### src/rtl/cbs_pkg.sv
package cbs_pkg;
  typedef enum logic [2:0] {
    ACT_HOLD    = 3'd0,
    ACT_CLEAR   = 3'd1,
    ACT_GAIN    = 3'd2,
    ACT_SPEND   = 3'd3,
    ACT_RECOVER = 3'd4
  } cbs_act_e;
endpackage

### src/rtl/cbs_act_dec.sv
module cbs_act_dec (
  input  logic               shape_en,
  input  logic               tick,
  input  logic               frame_pending,
  input  logic               tx_active,
  input  logic               credit_pos,
  output cbs_pkg::cbs_act_e  act
);
  import cbs_pkg::*;

  // Priority: disable > no tick > sending > waiting > settle toward zero
  always_comb begin
    if (!shape_en)          act = ACT_CLEAR;
    else if (!tick)         act = ACT_HOLD;
    else if (tx_active)     act = ACT_SPEND;
    else if (frame_pending) act = ACT_GAIN;
    else if (credit_pos)    act = ACT_CLEAR;
    else                    act = ACT_RECOVER;
  end
endmodule

### src/rtl/cbs_credit_calc.sv
module cbs_credit_calc #(
  parameter int W = 32
) (
  input  cbs_pkg::cbs_act_e    act,
  input  logic signed [W+1:0]  cur,
  input  logic [W-1:0]         idle_slope,
  input  logic [W-1:0]         send_slope,
  input  logic [W-1:0]         hi_credit,
  input  logic [W-1:0]         lo_credit,
  output logic signed [W+1:0]  nxt
);
  import cbs_pkg::*;
  localparam int AW = W + 2;

  logic signed [AW-1:0] idle_x, send_x, hi_x, lo_neg;
  logic signed [AW-1:0] sum, diff, gain_v, spend_v, recov_v;

  assign idle_x = $signed({2'b00, idle_slope});
  assign send_x = $signed({2'b00, send_slope});
  assign hi_x   = $signed({2'b00, hi_credit});
  assign lo_neg = -$signed({2'b00, lo_credit});

  // The two spare bits keep cur + idle and cur - send from wrapping
  assign sum  = cur + idle_x;
  assign diff = cur - send_x;

  assign gain_v  = (sum > hi_x)   ? hi_x   : sum;
  assign spend_v = (diff < lo_neg) ? lo_neg : diff;
  assign recov_v = (sum > 0)      ? '0     : sum;

  always_comb begin
    unique case (act)
      ACT_CLEAR:   nxt = '0;
      ACT_GAIN:    nxt = gain_v;
      ACT_SPEND:   nxt = spend_v;
      ACT_RECOVER: nxt = recov_v;
      default:     nxt = cur;
    endcase
  end
endmodule

### src/rtl/cbs_shaper.sv
module cbs_shaper #(
  parameter int W = 32
) (
  input  logic                clk,
  input  logic                rst,
  input  logic                tick,
  input  logic                shape_en,
  input  logic                frame_pending,
  input  logic                tx_active,
  input  logic [W-1:0]        idle_slope,
  input  logic [W-1:0]        send_slope,
  input  logic [W-1:0]        hi_credit,
  input  logic [W-1:0]        lo_credit,
  output logic                tx_eligible,
  output logic signed [W+1:0] credit
);
  localparam int AW = W + 2;

  cbs_pkg::cbs_act_e    act;
  logic signed [AW-1:0] credit_nxt;
  logic                 credit_pos;

  assign credit_pos = (credit > 0);

  cbs_act_dec u_dec (
    .shape_en      (shape_en),
    .tick          (tick),
    .frame_pending (frame_pending),
    .tx_active     (tx_active),
    .credit_pos    (credit_pos),
    .act           (act)
  );

  cbs_credit_calc #(.W(W)) u_calc (
    .act        (act),
    .cur        (credit),
    .idle_slope (idle_slope),
    .send_slope (send_slope),
    .hi_credit  (hi_credit),
    .lo_credit  (lo_credit),
    .nxt        (credit_nxt)
  );

  // Eligibility is taken from the next credit so both outputs move together
  always_ff @(posedge clk) begin
    if (rst) begin
      credit      <= '0;
      tx_eligible <= 1'b1;
    end else begin
      credit      <= credit_nxt;
      tx_eligible <= !shape_en || !credit_nxt[AW-1];
    end
  end

  assert_cap_hi_R2: assert property (@(posedge clk) disable iff (rst)
    (shape_en && tick && frame_pending && !tx_active)
      |=> (credit <= $signed({2'b00, $past(hi_credit)})));

  assert_floor_lo_R3: assert property (@(posedge clk) disable iff (rst)
    (shape_en && tick && tx_active)
      |=> (credit >= -$signed({2'b00, $past(lo_credit)})));

  assert_settle_zero_R4: assert property (@(posedge clk) disable iff (rst)
    (shape_en && tick && !frame_pending && !tx_active && credit > 0)
      |=> (credit == 0));

  assert_hold_no_tick_R6: assert property (@(posedge clk) disable iff (rst)
    (shape_en && !tick) |=> (credit == $past(credit)));

  assert_disabled_open_R8: assert property (@(posedge clk) disable iff (rst)
    !shape_en |=> (tx_eligible && credit == 0));
endmodule

### config.mk
export PLATFORM = sky130hd
export DESIGN_NAME = cbs_shaper
export DESIGN_NICKNAME = d
export VERILOG_FILES = /design/src/rtl/cbs_pkg.sv /design/src/rtl/cbs_act_dec.sv /design/src/rtl/cbs_credit_calc.sv /design/src/rtl/cbs_shaper.sv
export SDC_FILE = /design/constraint.sdc
export NUM_CORES = 1
export LEC_CHECK = 0
export BUFFER_PORTS_ARGS = -buffer_cell sky130_fd_sc_hd__buf_4
export CAP_MARGIN = 25
export CORE_MARGIN = 2
export CORE_UTILIZATION = 58
export CTS_BUF_LIST = sky130_fd_sc_hd__clkbuf_8 sky130_fd_sc_hd__clkbuf_16
export DETAILED_ROUTE_END_ITERATION = 12
export GPL_TIMING_DRIVEN = 0
export MAX_ROUTING_LAYER = met4
export PLACE_DENSITY = 0.84
export SYNTH_ARGS = -nofsm -noshare
export SYNTH_HDL_FRONTEND = slang
export SYNTH_SLANG_ARGS = --single-unit
### constraint.sdc
create_clock -name clk -period 5.47 [get_ports clk]
set_clock_uncertainty 0.05 [all_clocks]
set_input_delay 0.547 -clock clk [delete_from_list [all_inputs] [get_ports clk]]
set_output_delay 0.547 -clock clk [all_outputs]
set_load 0.02 [all_outputs]
After elaboration in Yosys (flattened, before gate mapping)
Index checks and enable logic that the tools add are counted.
{ "op_classes": {"n_addsub": 3, "n_mul": 0, "div": 0, "order_cmp": 4, "n_eq_ne": 4, "shift": 0, "mux": 9, "n_bitwise": 0, "n_reduce_logical": 4} }
{ "ops": {"columns": ["cell", "count"], "rows": [
  ["$pmux W34 S4", 1],
  ["$mux W34", 3],
  ["$gt A34 B1 Y1 const B", 2],
  ["$add A34 B33 Y34", 1],
  ["$gt A34 B33 Y1", 1],
  ["$lt A34 B34 Y1", 1],
  ["$neg A32 Y34", 1],
  ["$sub A34 B33 Y34", 1],
  ["$mux W3", 5],
  ["$eq A3 B2 Y1 const B", 2],
  ["$reduce_bool A4 Y1", 1],
  ["$eq A3 B1 Y1 const B", 1],
  ["$eq A3 B3 Y1 const B", 1],
  ["$logic_not A1 Y1", 2],
  ["$logic_or A1 B1 Y1", 1]
]} }
{ "totals": {"reg_bits": 35, "latch_bits": 0, "ramBits": 0, "rom_bits": 0, "in_bits": 134, "output_inout_bits": 35, "wordCells": 27, "mem_count": 0} }

Longest topological paths before layout
Gate-level depths: netlist of the first run.
{ "logic_depth": {"depth_word": 10, "depth_mapped": 23, "mapped_depth_nobuf": 22} }

Hierarchy
From an unflattened synthesis of the first run, not the netlist that was laid out.
{ "hier_totals": {"hier_cells": 1177, "hier_area_um2": 8470.6} }
{ "by_module_without_submodules": {"columns": ["module", "instances", "cells_per_inst", "area_each_um2", "seq_area_each_um2"], "rows": [
  ["cbs_credit_calc", 1, 1085, 7417.1, 0.0],
  ["cbs_shaper", 1, 85, 1013.5, 700.7],
  ["cbs_act_dec", 1, 7, 40.0, 0.0]
]} }

Worst setup path after synthesis of the first run
OpenSTA, ideal clock, no wires.
{ "synth_timing": {"path_type": "input-to-reg", "from": "input port send_slope[0]", "to": "register credit[10]", "setup_ns": 0.139, "t_arrival_ns": 4.807, "t_required_ns": 5.281, "slack_ns": 0.474, "stages": 20, "path_buffers": 1, "path_cell_list": "ha_1 > inv_1 > fa_1 > a21oi_1 > o211ai_1 > a311oi_2 > o31ai_1 > or4b_1 > a31o_1 > a21oi_1 > xor2_1 > ha_1 > o211a_1 > a21oi_1 > and3b_1 > a21oi_1 > clkbuf_1 > o21ai_0 > a221oi_1 > a211oi_2"} }
{ "synth_via": {"elab_chain_cells": 4} }
{ "synth_lines": {"columns": ["item", "line", "text"], "rows": [
  ["start, declared", "cbs_shaper.sv:11", "input logic [W-1:0] send_slope,"],
  ["$sub A34 B33 Y34 *", "cbs_credit_calc.sv:25", "assign diff = cur - send_x;"],
  ["$lt A34 B34 Y1", "cbs_credit_calc.sv:28", "assign spend_v = (diff < lo_neg) ? lo_neg : diff;"],
  ["$mux W34 *", "cbs_credit_calc.sv:28", null],
  ["$pmux W34 S4 *", "cbs_credit_calc.sv:32", "unique case (act)"],
  ["end signal, assigned", "cbs_shaper.sv:50", "credit <= credit_nxt;"],
  ["end, declared", "cbs_shaper.sv:15", "output logic signed [W+1:0] credit"]
]} }
Every way passes the cells marked *; elsewhere a longest branch is shown, timed or not.
A chain may end at the register's enable or synchronous reset.

Worst setup path after layout of the first run
{ "layout_timing": {"from": "register credit[11]", "to": "register credit[0]"} }
{ "layout_via": {"elab_chain_cells": 8, "elab_cells_between_ends": 20, "cone_classes": "add/sub: 2; order compare: 4; eq/ne: 4; mux: 9; reduce/logical: 1"} }
{ "layout_lines": {"columns": ["item"], "rows": [
  ["branches (longest 8 deep; another with $add A34 B33 Y34)"]
]} }
Parallel ways; which one is timed is not known.

==> results.yml, run 1 <==
detailed_routing:
  drt_iter0_drc: 913
  routed_wl_um: 31550
  antenna_left: 0
  drtPass1Iterations: 5
  vias_per_cell: 6.545
  wire_per_inst_um: 20.24
  dr_total_vias: 10200
  drc: 0
pwr:
  finalPower_mw: 2.036
  p_per_area_nw_per_um2: 196.8
  peakVddDrop_mv: 0.1379
  leakagePower_nw: 4.844
placed_design:
  gp_congestion: 1.034
  port_buffers: 168
  hpwl_um: 26110
  place_ws_ns: -0.6936
  place_area_um2: 9987
sta:
  worst_pin_slew_ns: 0.8122
  hold_viol_final: 0
  fmax_mhz: 186.4
  layout_setup_ws_ns: 0.1064
  finalCriticalPeriod_ns: 5.364
  drv_slew: 0
  slew_headroom: 0.4535
  fin_crit_sh: 0.9805
  setup_viol: 0
  holdWs_ns: 0.4262
  rsz0062_at_grt: "yes"
floorplan:
  core_area_um2: 14420
  num_rows: 44
  start_util: 0.5890
  ioPinCount: 169
  dieArea_um2: 15630
  die_w_um: 125.0
  fp.dieH_um: 125.0
layout:
  area_growth_pct: 21.78
  antennaDiodeCount: 0
  nNetsFinal: 1640
  fin_area_um2: 10350
  drive_gt1_frac: 0.1913
setup_path:
  startpoint_type: "register"
  crit_path_start: "credit[11]"
  crit_end: "credit[0]"
  critPathKind: "reg -> reg"
  critPathCaptureType: "register"
  crit_fanout: 6
  rr_worst_depth: 19
  required_ns: 5.64
  r2r_setup_slack_ns: 0.11
  r2r_start: "credit[11]"
  crit_arrival_ns: 5.53
  regToRegEndpoint: "credit[0]"
hold_path:
  hold_path_class: "in -> reg"
grt:
  antenna_found_initial: 0
  track_usage: 0.3967
  grt_pass1_vias: 9579
  grt_pass1_wl_um: 48980
  grt_max_degree: 12
  overflow: 0
clock_tree:
  h-tree-depth: 2
  cts-root-buf: "clkbuf_16"
  max-clock-path-buffers: 2
  cts.reportedPaths.clkPinSlew_ns: 0.06
  postCtsHoldBufs: 0
  cts_buffers: 5
  clock_sinks: 35
  clk_latency_ns: 0.30
  cts_tree: "done"
yosys:
  avgSynthCellArea_um2: 7.097
  synth_compound_area_frac: 0.3365
  synth_fp_nets: 1463
  synth_edf_count: 0
  postSynthRegisterBits: 35
  ys_seq_area_frac: 0.08247
  synthFlopType: "dfxtp_1"
  synth_area_um2: 8496
  ys_types: 87
  synth_warnings: 0
  synth_top_area_frac: 0.1915
  synth_area_leaders: "ha_1 19%, dfxtp_1 8.2%, a21oi_1 6.5%"
  synthAdderAreaFrac: 0.1962
  async_flop_share: 0
  synth_cells: 1197
  synth_top_family_by_area: "compound AO/OA/AOI/OAI gates"
  synth_mux_area_frac: 0.009131
  yosysTopAreaCell: "ha_1"
  synthSimpleGateAreaFrac: 0.2234
  synth_xor_xnor_area_share: 0.08233
outcome:
  status: "complete, no violations"
flow_run:
  drv_cap: 0
==> worst max-delay path, stage by stage (launching register included) <==
cell and delay (ns):
dfxtp_1 0.57, ha_1 0.37, a21oi_1 0.17, o21ai_0 0.24, a211oi_1 0.44, o31ai_4 0.18
or4b_1 0.56, a31o_1 0.25, a21oi_1 0.17, xor2_1 0.11, ha_1 0.34, nand4_1 0.10
nor2_1 0.10, o31a_1 0.18, o41ai_4 0.15, a2111oi_0 0.69, a311oi_2 0.12, o21ai_0 0.15
o221ai_1 0.19, nor2_1 0.16
==> worst min-delay path by stage <==
stage / from / end / cells after the start
after floorplan: credit[7] / credit[7] / 2
after global placement: credit[2] / credit[2] / 2
after detailed placement: credit[2] / credit[2] / 2
after CTS: rst / credit[11] / 2
after global routing: rst / credit[11] / 2
final: rst / credit[11] / 2
==> synthesized netlist by cell type (33+ instances only) <==
master      n
nand2_1   102
a21oi_1   111
inv_1      97
o21ai_0    78
dfxtp_1    35
a21o_1     37
ha_1      130
nor2_1     88
xnor2_1    45
xor2_1     33
nand4_1    34
clkbuf_1   35
==> kinds of logic (layout without fill, tap and decap cells) <==
group | after synthesis | in the layout
multiplexers | 7 | 7
adder cells (fa/ha/maj) | 132 | 132
AND/OR/NAND/NOR | 378 | 378
flip-flops | 35 | 35
buffers and inverters | 148 | 325
XOR/XNOR | 79 | 79
AO/OA/AOI/OAI | 418 | 419
==> routing by layer <==
| layer | global-route usage | routed length [µm] | share of wire | vias to the layer above |
|---|---|---|---|---|
| met4 | 0.1412 | 1175 | 0.037 | 0 |
| li1 | - | - | - | 4860 |
| met1 | 0.5051 | 13080 | 0.41 | 4713 |
| met3 | 0.03552 | 2609 | 0.083 | 101 |
| met2 | 0.6586 | 14690 | 0.47 | 530 |
| met5 | - | 0 | 0 | - |
==> area by class of cell <==
cell class                      count  area [µm²]
Timing Repair Buffer              170        1276
Fill cell                        1316        4078
Sequential cell                    35       709.4
Buffer                             50       240.2
Tap cell                          184       230.2
Clock buffer                        7       152.6
Inverter                           97       364.1
Multi-Input combinational cell   1015        7366
Clock inverter                      1       7.507
==> flip-flops by register name (all words and copies together), names as in the netlist <==
register and flops:
credit 34, tx_eligible 1
==> placed cells by master (no fill, tap or decap), drive strengths merged, types with 35 or more instances in the layout <==
cell,count
o21ai,84
inv,97
xnor2,46
nand2,102
buf,187
dfxtp,35
nor2,88
clkbuf,40
a21oi,114
a21o,37
ha,130
==> per-stage QoR <==
stage | cells | TNS (ns) | util
6_report | 1559 | 0 | 0.7173
5_1_grt | 1559 | -0.4027 | 0.7173
4_1_cts | 1559 | 0 | 0.7072
3_5_place_dp | 1549 | -16.26 | 0.6924
3_3_place_gp | 1549 | -15.56 | 0.6924
2_1_floorplan | 1197 | 0 | -
==> report_power, final <==
part           internal [mW]  switching, mW
combinational          0.549          0.843
clock                  0.194          0.125
sequential             0.276         0.0487
==> timing repair <==
action                     4_1_cts  5_1_grt
gates resized for setup         10       44
setup endpoints to repair       31       33
gates cloned                     0        1
setup buffers                    2        0
pin swaps                        1       10
Power figures use the tool's default switching activity.
==> run 2: changes to the inputs <==
--- a/config.mk
+++ b/config.mk
@@ -5,13 +5,15 @@
 export SDC_FILE = /design/constraint.sdc
 export NUM_CORES = 1
 export LEC_CHECK = 0
+export ABC_AREA = 1
 export BUFFER_PORTS_ARGS = -buffer_cell sky130_fd_sc_hd__buf_4
 export CAP_MARGIN = 25
+export CELL_PAD_IN_SITES_DETAIL_PLACEMENT = 1
+export CELL_PAD_IN_SITES_GLOBAL_PLACEMENT = 2
 export CORE_MARGIN = 2
-export CORE_UTILIZATION = 58
+export CORE_UTILIZATION = 29
 export CTS_BUF_LIST = sky130_fd_sc_hd__clkbuf_8 sky130_fd_sc_hd__clkbuf_16
 export DETAILED_ROUTE_END_ITERATION = 12
-export GPL_TIMING_DRIVEN = 0
 export MAX_ROUTING_LAYER = met4
 export PLACE_DENSITY = 0.84
 export SYNTH_ARGS = -nofsm -noshare
==> run 2 against run 1 <==
  * Synthesized cell count up 48%
  * Design area rose by 13%
  * Wire length increased by 36%
  * Utilization shrank 36 points
  * Global-route usage shrank 14 points
  * Cell count rose by 53%
  * Via count increased by 14%
  * Fmax grew 8.6%
  * Clock power down 3%
==> results.yml, run 2 <==
yosys:
  async_flop_share: 0
  synth_area_leaders: "nand2_1 21%, ha_1 17%, inv_1 14%"
  synth_top_area_frac: 0.2060
  synth_warnings: 0
  netlist_top_cells_count: "527 x nand2_1, 359 x inv_1, 166 x nor2_1, 130 x ha_1, 126 x a21oi_1"
  synthFlopType: "dfxtp_1"
  synth_cells: 1772
  ys_types: 47
  synth_fp_nets: 2038
  synth.most_common_cell: "nand2_1"
  avgSynthCellArea_um2: 5.420
  postSynthRegisterBits: 35
  synth_edf_count: 0
  ys_seq_area_frac: 0.07295
  synth_area_um2: 9604
  yosysTopAreaCell: "nand2_1"
detailed_routing:
  drc: 0
  drt_iter0_drc: 455
  wl_met2_um: 20670
  wire_per_inst_um: 17.96
  antenna_left: 0
  dr_wl_met3_um: 1053
  wl_met1_um: 20480
  dr.max_layer_used: "met4"
  routed_wl_um: 42970
  vias_per_cell: 4.846
  drtPass1Iterations: 4
  dr_total_vias: 11590
placed_design:
  hpwl_um: 38280
  port_buffers: 168
  place_ws_ns: 0.2821
  gp_congestion: 0.9224
pwr:
  p_per_area_nw_per_um2: 190.5
  leakagePower_nw: 6.743
  peakVddDrop_mv: 0.1007
  clockPowerShare: 0.139
  p_comb_frac: 0.718
  p_seq_frac: 0.143
  p_int_mw: 1.025
  netSwitchingFraction: 0.5389
  p_sw_mw: 1.198
outcome:
  status: "complete, no violations"
setup_path:
  critPathCaptureType: "register"
  crit_fanout: 23
  crit_family: "compound AO/OA/AOI/OAI gates"
  critPathKind: "reg -> reg"
  cp_slowest_cell: "dfxtp_2"
  crit_arrival_ns: 5.11
  required_ns: 5.64
  startpoint_type: "register"
  slowest_delay_ns: 0.41
  path_buf_inv: 8
floorplan:
  start_util: 0.2952
  core_area_um2: 32540
  die_w_um: 186.0
  ioPinCount: 169
  num_rows: 66
  dieArea_um2: 34590
  fp.dieH_um: 186.0
sta:
  worst_pin_slew_ns: 1.062
  setup_viol: 0
  rsz0062_at_grt: "no"
  fmax_mhz: 202.4
  fin_tns_setup_ns: 0
  drv_slew: 0
  slew_headroom: 0.2914
  layout_setup_ws_ns: 0.5298
  finalCriticalPeriod_ns: 4.940
  hold_viol_final: 0
  fin_crit_sh: 0.9031
clock_tree:
  cts_tree: "done"
  max-clock-path-buffers: 2
  cts-root-buf: "clkbuf_16"
  cts.reportedPaths.clkPinSlew_ns: 0.06
  clk_latency_ns: 0.29
  cts_buffers: 5
  clock_sinks: 35
  h-tree-depth: 2
layout:
  nNetsFinal: 2215
  drive_gt1_frac: 0.1313
  regMostFlops: "credit"
  top_regs: "credit: 34 flops, tx_eligible: 1 flops"
  area_growth_pct: 21.44
  largest_reg_flops: 34
  final_common_cell: "nand2_1"
  mostFrequentLayoutCells: "527 x nand2_1, 360 x inv_1, 192 x buf_4"
  antennaDiodeCount: 0
grt:
  antenna_found_initial: 0
  track_usage: 0.2565
  grt_pass1_wl_um: 65910
  grt_pass1_vias: 11840
  grt_max_degree: 63
  overflow: 0
hold_path:
  hold_path_class: "in -> reg"
flow_run:
  drv_cap: 0
## run 2: cell count changes in the layout (fill, tap and decap cells not counted), sizes merged, moves of 29 or more
cell | before | now
nand2 | 102 | 549
inv | 97 | 362
nor2 | 88 | 173
nand3 | 23 | 74
clkbuf | 40 | 7
o21ai | 84 | 117
a21o | 37 | 7
xnor2 | 46 | 17
## run 2: tightest hold or removal path, cell delays in order
cell,delay (ns)
buf_4,0.09
a21oi_1,0.05
nand3_1,0.07
nand2_1,0.05
inv_1,0.04
## run 2: metrics by stage
step | hold slack, ns | area (µm²) | cells | utilization | power (mW)
after floorplan | 0.5783 | 9604 | 1772 | - | 1.317
after global placement | 0.6015 | 11500 | 2384 | 0.3535 | 1.887
after detailed placement | 0.6157 | 11500 | 2384 | 0.3535 | 1.911
after CTS | 0.5464 | 11660 | 2392 | 0.3583 | 2.229
after global routing | 0.5985 | 11660 | 2392 | 0.3585 | 2.436
final | 0.5484 | 11660 | 2392 | 0.3585 | 2.222
## run 2: area by class of cell
| cell class | count | area [µm²] |
|---|---|---|
| clock buffers | 7 | 152.6 |
| clock inverters | 1 | 3.754 |
| fillers | 4574 | 20870 |
| inverters | 362 | 1359 |
| multi-input cells | 1352 | 7432 |
| flip-flops and latches | 35 | 701.9 |
| well taps | 442 | 553.0 |
| repair buffers | 193 | 1461 |
## run 2: cell families (layout without fill, tap and decap cells)
kind of cell / Yosys count / after routing / synth area share
compound gates: 276 / 276 / 0.1559
flops: 35 / 35 / 0.07295
buf+inv: 385 / 563 / 0.1536
simple gates: 886 / 886 / 0.3911
xor+xnor: 58 / 58 / 0.05289
fa+ha+maj: 132 / 132 / 0.1735
## run 2: final timing paths
path | start | end | slack [ns] | cells past startpoint
setup / recovery | credit[0] | credit[5] | 0.53 | 30
hold / removal | hi_credit[31] | credit[31] | 0.55 | 5
setup reg to reg | credit[0] | credit[5] | 0.53 | 30
hold reg to reg | credit[0] | credit[0] | 0.57 | 2
## run 2: timing repair
action,4_1_cts,5_1_grt
hold buffers,0,0
buffers inserted,0,0
resized for setup,0,4
setup endpoints to repair,0,16
## run 2: power by group through the flow
stage,registers [mW],logic (mW),clock network [mW]
after floorplan,0.338,0.980,0
after global placement,0.322,1.56,0
after detailed placement,0.323,1.59,0
after CTS,0.317,1.60,0.315
after global routing,0.320,1.79,0.327
final,0.318,1.59,0.310
## run 2: routing by layer
metal,global-route usage,up-vias
li1,-,5950
met1,0.3344,5418
met2,0.4454,193
met3,0.006848,31
met4,0.05102,0
met5,-,-
